### config.mk
export PLATFORM = sky130hd
export DESIGN_NAME = irq_enable_ctl
export DESIGN_NICKNAME = d
export VERILOG_FILES = /design/src/rtl/irq_ctl_pkg.sv /design/src/rtl/irq_addr_match.sv /design/src/rtl/irq_port_watch.sv /design/src/rtl/irq_ctrl_reg.sv /design/src/rtl/irq_enable_ctl.sv
export SDC_FILE = /design/constraint.sdc
export NUM_CORES = 1
export LEC_CHECK = 0
export BUFFER_PORTS_ARGS = -buffer_cell sky130_fd_sc_hd__buf_2
export CAP_MARGIN = 15
export CORE_MARGIN = 1
export CORE_UTILIZATION = 30
export CTS_CLUSTER_SIZE = 25
export DETAILED_ROUTE_END_ITERATION = 10
export MAX_ROUTING_LAYER = met4
export PLACE_DENSITY = 0.63
export SLEW_MARGIN = 10
export SYNTH_ARGS = -nofsm -noshare
export SYNTH_HDL_FRONTEND = slang
export SYNTH_HIERARCHICAL = 1
export SYNTH_SLANG_ARGS = --single-unit
export TNS_END_PERCENT = 1
### constraint.sdc
create_clock -name clk -period 2.1 [get_ports clk]
set_input_delay 0.105 -clock clk [delete_from_list [all_inputs] [get_ports clk]]
set_output_delay 0.105 -clock clk [all_outputs]
set_load 0.005 [all_outputs]
### src/rtl/irq_ctl_pkg.sv
package irq_ctl_pkg;

    localparam int DATA_W   = 8;
    localparam int ADDR_W   = 9;
    localparam int OFS_W    = 7;
    localparam int REG_OFS  = 'h0B;
    localparam int NIB_W    = 4;

    typedef struct packed {
        logic gen;
        logic pen;
        logic tmr_en;
        logic ext_en;
        logic chg_en;
        logic tmr_fl;
        logic ext_fl;
        logic chg_fl;
    } ctrl_t;

    typedef struct packed {
        logic tmr;
        logic ext;
        logic chg;
    } evt_t;

    function automatic logic req_combine(input ctrl_t c, input logic periph);
        logic any;
        any = (c.tmr_en & c.tmr_fl)
            | (c.ext_en & c.ext_fl)
            | (c.chg_en & c.chg_fl)
            | (c.pen & periph);
        return c.gen & any;
    endfunction

endpackage

### src/rtl/irq_addr_match.sv
module irq_addr_match #(
    parameter int ADDR_W  = irq_ctl_pkg::ADDR_W,
    parameter int OFS_W   = irq_ctl_pkg::OFS_W,
    parameter int REG_OFS = irq_ctl_pkg::REG_OFS
) (
    input  logic [ADDR_W-1:0] addr,
    output logic              hit
);
    localparam int BANK_W = ADDR_W - OFS_W;
    localparam int N_BANK = 1 << BANK_W;

    logic [N_BANK-1:0] bank_hit;

    for (genvar k = 0; k < N_BANK; k++) begin : g_bank
        localparam logic [BANK_W-1:0] BANK_ID = BANK_W'(k);
        localparam logic [OFS_W-1:0]  OFS_V   = OFS_W'(REG_OFS);
        assign bank_hit[k] = (addr == {BANK_ID, OFS_V});
    end

    assign hit = |bank_hit;

endmodule

### src/rtl/irq_port_watch.sv
module irq_port_watch #(
    parameter int W = irq_ctl_pkg::NIB_W
) (
    input  logic         clk,
    input  logic [W-1:0] port_in,
    output logic         changed
);
    logic [W-1:0] last_q;

    // Reference copy follows the port every cycle, reset included, so the
    // first cycle out of reset sees no false change.
    always_ff @(posedge clk) begin
        last_q <= port_in;
    end

    assign changed = |(port_in ^ last_q);

endmodule

### src/rtl/irq_ctrl_reg.sv
module irq_ctrl_reg
    import irq_ctl_pkg::*;
(
    input  logic  clk,
    input  logic  rst,
    input  logic  wr_hit,
    input  ctrl_t wdata,
    input  evt_t  evt,
    output ctrl_t q
);
    logic [6:0] upper_q;
    logic       chg_q;
    ctrl_t      wr_view;
    ctrl_t      cur;
    ctrl_t      nxt;

    assign cur = ctrl_t'({upper_q, chg_q});

    always_comb begin
        wr_view = wr_hit ? wdata : cur;
        nxt        = wr_view;
        nxt.tmr_fl = wr_view.tmr_fl | evt.tmr;
        nxt.ext_fl = wr_view.ext_fl | evt.ext;
        nxt.chg_fl = wr_view.chg_fl | evt.chg;
    end

    always_ff @(posedge clk) begin
        if (rst) begin
            upper_q <= '0;
        end else begin
            upper_q <= nxt[7:1];
        end
    end

    // Port-change flag has no reset value.
    always_ff @(posedge clk) begin
        if (!rst) begin
            chg_q <= nxt.chg_fl;
        end
    end

    assign q = cur;

endmodule

### src/rtl/irq_enable_ctl.sv
module irq_enable_ctl
    import irq_ctl_pkg::*;
#(
    parameter int P_ADDR_W  = ADDR_W,
    parameter int P_OFS_W   = OFS_W,
    parameter int P_REG_OFS = REG_OFS,
    parameter int P_NIB_W   = NIB_W
) (
    input  logic                clk,
    input  logic                rst,
    input  logic [P_ADDR_W-1:0] bus_addr,
    input  logic                bus_wr,
    input  logic [DATA_W-1:0]   bus_wdata,
    output logic [DATA_W-1:0]   bus_rdata,
    input  logic                tmr_ovf,
    input  logic                ext_evt,
    input  logic [P_NIB_W-1:0]  port_in,
    input  logic                periph_req,
    output logic                irq
);
    logic  addr_hit;
    logic  wr_hit;
    logic  port_chg;
    evt_t  evt;
    ctrl_t ctrl_q;

    irq_addr_match #(
        .ADDR_W (P_ADDR_W),
        .OFS_W  (P_OFS_W),
        .REG_OFS(P_REG_OFS)
    ) u_match (
        .addr(bus_addr),
        .hit (addr_hit)
    );

    irq_port_watch #(.W(P_NIB_W)) u_watch (
        .clk    (clk),
        .port_in(port_in),
        .changed(port_chg)
    );

    assign wr_hit = bus_wr & addr_hit;

    always_comb begin
        evt.tmr = tmr_ovf;
        evt.ext = ext_evt;
        evt.chg = port_chg;
    end

    irq_ctrl_reg u_reg (
        .clk   (clk),
        .rst   (rst),
        .wr_hit(wr_hit),
        .wdata (ctrl_t'(bus_wdata)),
        .evt   (evt),
        .q     (ctrl_q)
    );

    assign bus_rdata = addr_hit ? DATA_W'(ctrl_q) : '0;
    assign irq       = req_combine(ctrl_q, periph_req);

endmodule

==> impl_metrics.py <==
metrics = {
    "yosys": {
        "synth_cell_type_count": 19,
        "synth_fa_ha_area_share_pct": 0,
        "yosysWarningCount": 6,
        "seq_area_frac_synth_pct": 46.2,
        "synth_ff_type": "dfxtp_1",
        "synth-xor-area-share_pct": 6.47,
        "syn_nets": 81,
        "synthTopCellsByArea": "dfxtp_1 (41%), mux2i_1 (13%), and2_1 (10%)",
        "synthMuxAreaShare_pct": 12.9,
        "syn_inst": 54,
        "yosys.area_share.simple_pct": 20.6,
        "synth.most_common_cell": "dfxtp_1",
        "synth_compound_area_share_pct": 7.62,
        "netlist_area_um2": 542,
        "synth.avg_cell_area_um2": 10.0,
        "ys_async_sr_fraction_pct": 0,
        "synth_edf_count": 1,
        "yosys.area.top_type": "dfxtp_1",
        "yosys_register_bits": 12,
        "synth_top_family_by_area": "simple AND/OR/NAND/NOR gates",
        "netlist_top_cells_count": "dfxtp_1 (11), and2_1 (9), mux2i_1 (7)",
        "synth.top_cell.area_share_pct": 40.6,
    },
    "critical_path": {
        "crit_family": "simple AND/OR/NAND/NOR gates",
        "critPathBufInv": 2,
        "startpoint_type": "primary input",
        "crit_chain": "buf_2, or4b_1, nor3_2, and2_1, buf_4, mux2i_1, a21oi_1",
        "worst_path_max_delay_cell": "or4b_1",
        "crit_fanout": 5,
        "required_ns": 2.26,
        "worst_setup_path_end_kind": "flop",
        "crit_type": "primary input to flop",
        "critPathMaxStageDelay_ns": 0.52,
        "critPathArrivalTime_ns": 1.67,
    },
    "floorplanning": {
        "rows": 14,
        "start_util_pct": 34.0,
        "die_y_um": 44.5,
        "core_area_mm2": 0.00159,
        "die_w_um": 44.5,
        "die_area_mm2": 0.00198,
        "io_pins": 36,
    },
    "finish": {
        "num-nets-final": 122,
        "diodes": 0,
        "drive_gt1_share_pct": 41.5,
        "finish.utilization_pct": 49.9,
        "area_delta_synth_final_pct": 46.9,
        "n_fill_cell": 163,
        "final_cell_count_no_fill": 118,
    },
    "sta": {
        "hold_violations": 0,
        "clock_skew_ns": 0.000335,
        "fmax_mhz": 664,
        "relSlewSlack_pct": 84.0,
        "setup_viol": 0,
        "setup_ws_ns": 0.593,
        "worst_slew_pin_slew_ns": 0.240,
        "setup_tns_ns": 0,
        "min_period_ns": 1.51,
        "rsz0062_at_grt": "no",
        "slew_viol_final": 0,
        "min_period_over_period_pct": 71.8,
    },
    "detailed_routing": {
        "drc_errors": 0,
        "wl_per_cell_um": 9.67,
        "wl_met2_um": 588,
        "vias": 492,
        "top_layer": "met4",
        "initialDrtViolationCount": 2,
        "firstDrtPassIters": 3,
        "drt-total-wl_um": 1140,
        "via_per_inst": 4.17,
        "wl_met3_um": 35,
        "ant_nets": 0,
        "wl_met1_um": 499,
    },
    "global_routing": {
        "grt_start_max_net_pins": 9,
        "grt_pass1_wl_um": 1780,
        "grt_pass1_vias": 435,
        "grt_antenna_before_repair": 0,
        "grt_usage_pct": 12.9,
        "gr-total-overflow": 0,
    },
    "cts": {
        "clock-sinks": 12,
        "htree_levels": 1,
        "path_clk_slew_ns": 0.07,
        "post_cts_buffers": 0,
        "clock_path_buffers": 2,
        "root_buffer": "clkbuf_4",
        "cts_tree": "yes",
        "cts_buffers": 3,
        "clk_latency_ns": 0.26,
    },
    "power": {
        "powerDensity_mw_per_mm2": 546,
        "p_total_mw": 0.434,
        "power.leakage_nw": 0.365,
        "ir_drop_v": 0.000360,
    },
    "run": {
        "cap_violations": 0,
    },
    "placed_design": {
        "gp_congestion": 0.758,
        "dp_hpwl_um": 916,
        "dp.cells": 110,
        "pre_cts_ws_ns": 0.309,
        "port_buffers": 33,
    },
    "hold_path": {
        "worstHoldPathType": "primary input to flop",
    },
    "outcome": {
        "status": "finished clean",
    },
}
[kinds of logic after synthesis]
| logic type | Yosys count |
|---|---|
| multiplexers | 7 |
| AND/OR/NAND/NOR | 19 |
| buffers and inverters | 6 |
| flip-flops | 12 |
| XOR/XNOR | 4 |
| AO/OA/AOI/OAI | 6 |
[sequential cells by signal (all words and copies together), names as in the netlist]
| signal | cells |
|---|---|
| u_reg/upper_q | 7 |
| u_watch/last_q | 4 |
| u_reg/chg_q | 1 |
[cell type report]
type	instances	area, um^2	area share, %
multi-input cells	36	258	32.4
flip-flops and latches	12	250	31.4
repair buffers	39	220	27.7
well taps	24	30.0	3.77
clock buffers	4	26.3	3.30
inverters	3	11.3	1.42
[worst min-delay path: stages]
cell,delay (ns)
buf_2,0.09
inv_1,0.04
a21oi_1,0.05
[layer usage]
metal / vias to the layer above / GRT usage [%]
met1: 220 / 15.5
li1: 261 / -
met3: 2 / 2.45
met4: 0 / 7.27
met2: 9 / 20.0
met5: - / -
[power breakdown]
part | switching (mW) | total [mW] | internal (mW)
clock | 0.0746 | 0.148 | 0.0735
sequential | 0.00375 | 0.241 | 0.237
combinational | 0.0157 | 0.0452 | 0.0295
total | 0.0941 | 0.434 | 0.340
[what timing repair did]
item | 4_1_cts | 5_1_grt
hold endpoints to repair | 4 | 0
resized for setup | 0 | 0
hold buffers | 4 | 0
[worst paths after layout]
check | start | endpoint | slack [ns] | cells past startpoint
min | tmr_ovf | u_reg/upper_q[1] | 0.06 | 3
max | bus_addr[4] | u_reg/upper_q[0] | 0.59 | 7
max reg2reg | u_watch/last_q[2] | u_reg/chg_q | 1.00 | 3
min reg2reg | u_reg/upper_q[2] | u_reg/upper_q[2] | 0.52 | 2
[layout by cell type (no fill, tap or decap)]
master,Yosys,layout
a211o_1,1,1
a21boi_1,1,1
a21oi_1,2,2
a22oi_1,2,2
and2_1,9,9
buf_2,0,33
buf_4,1,2
clkbuf_1,1,1
clkbuf_4,0,3
dfxtp_1,11,11
dlygate4sd3_1,0,4
edfxtp_1,1,1
inv_1,3,3
mux2i_1,7,7
nand2_1,1,1
nand4_1,1,1
nor2_1,5,5
nor2b_1,1,1
nor3_2,1,1
or4b_1,1,1
xnor2_1,4,4
[through the flow]
stage	cell area, um^2	hold slack (ns)
after global placement	729	0.232
after global routing	796	0.0860
final	796	0.0638
after CTS	796	0.0617
after floorplan	542	0.133
after detailed placement	729	0.236
(Power assumes the default switching activity.)
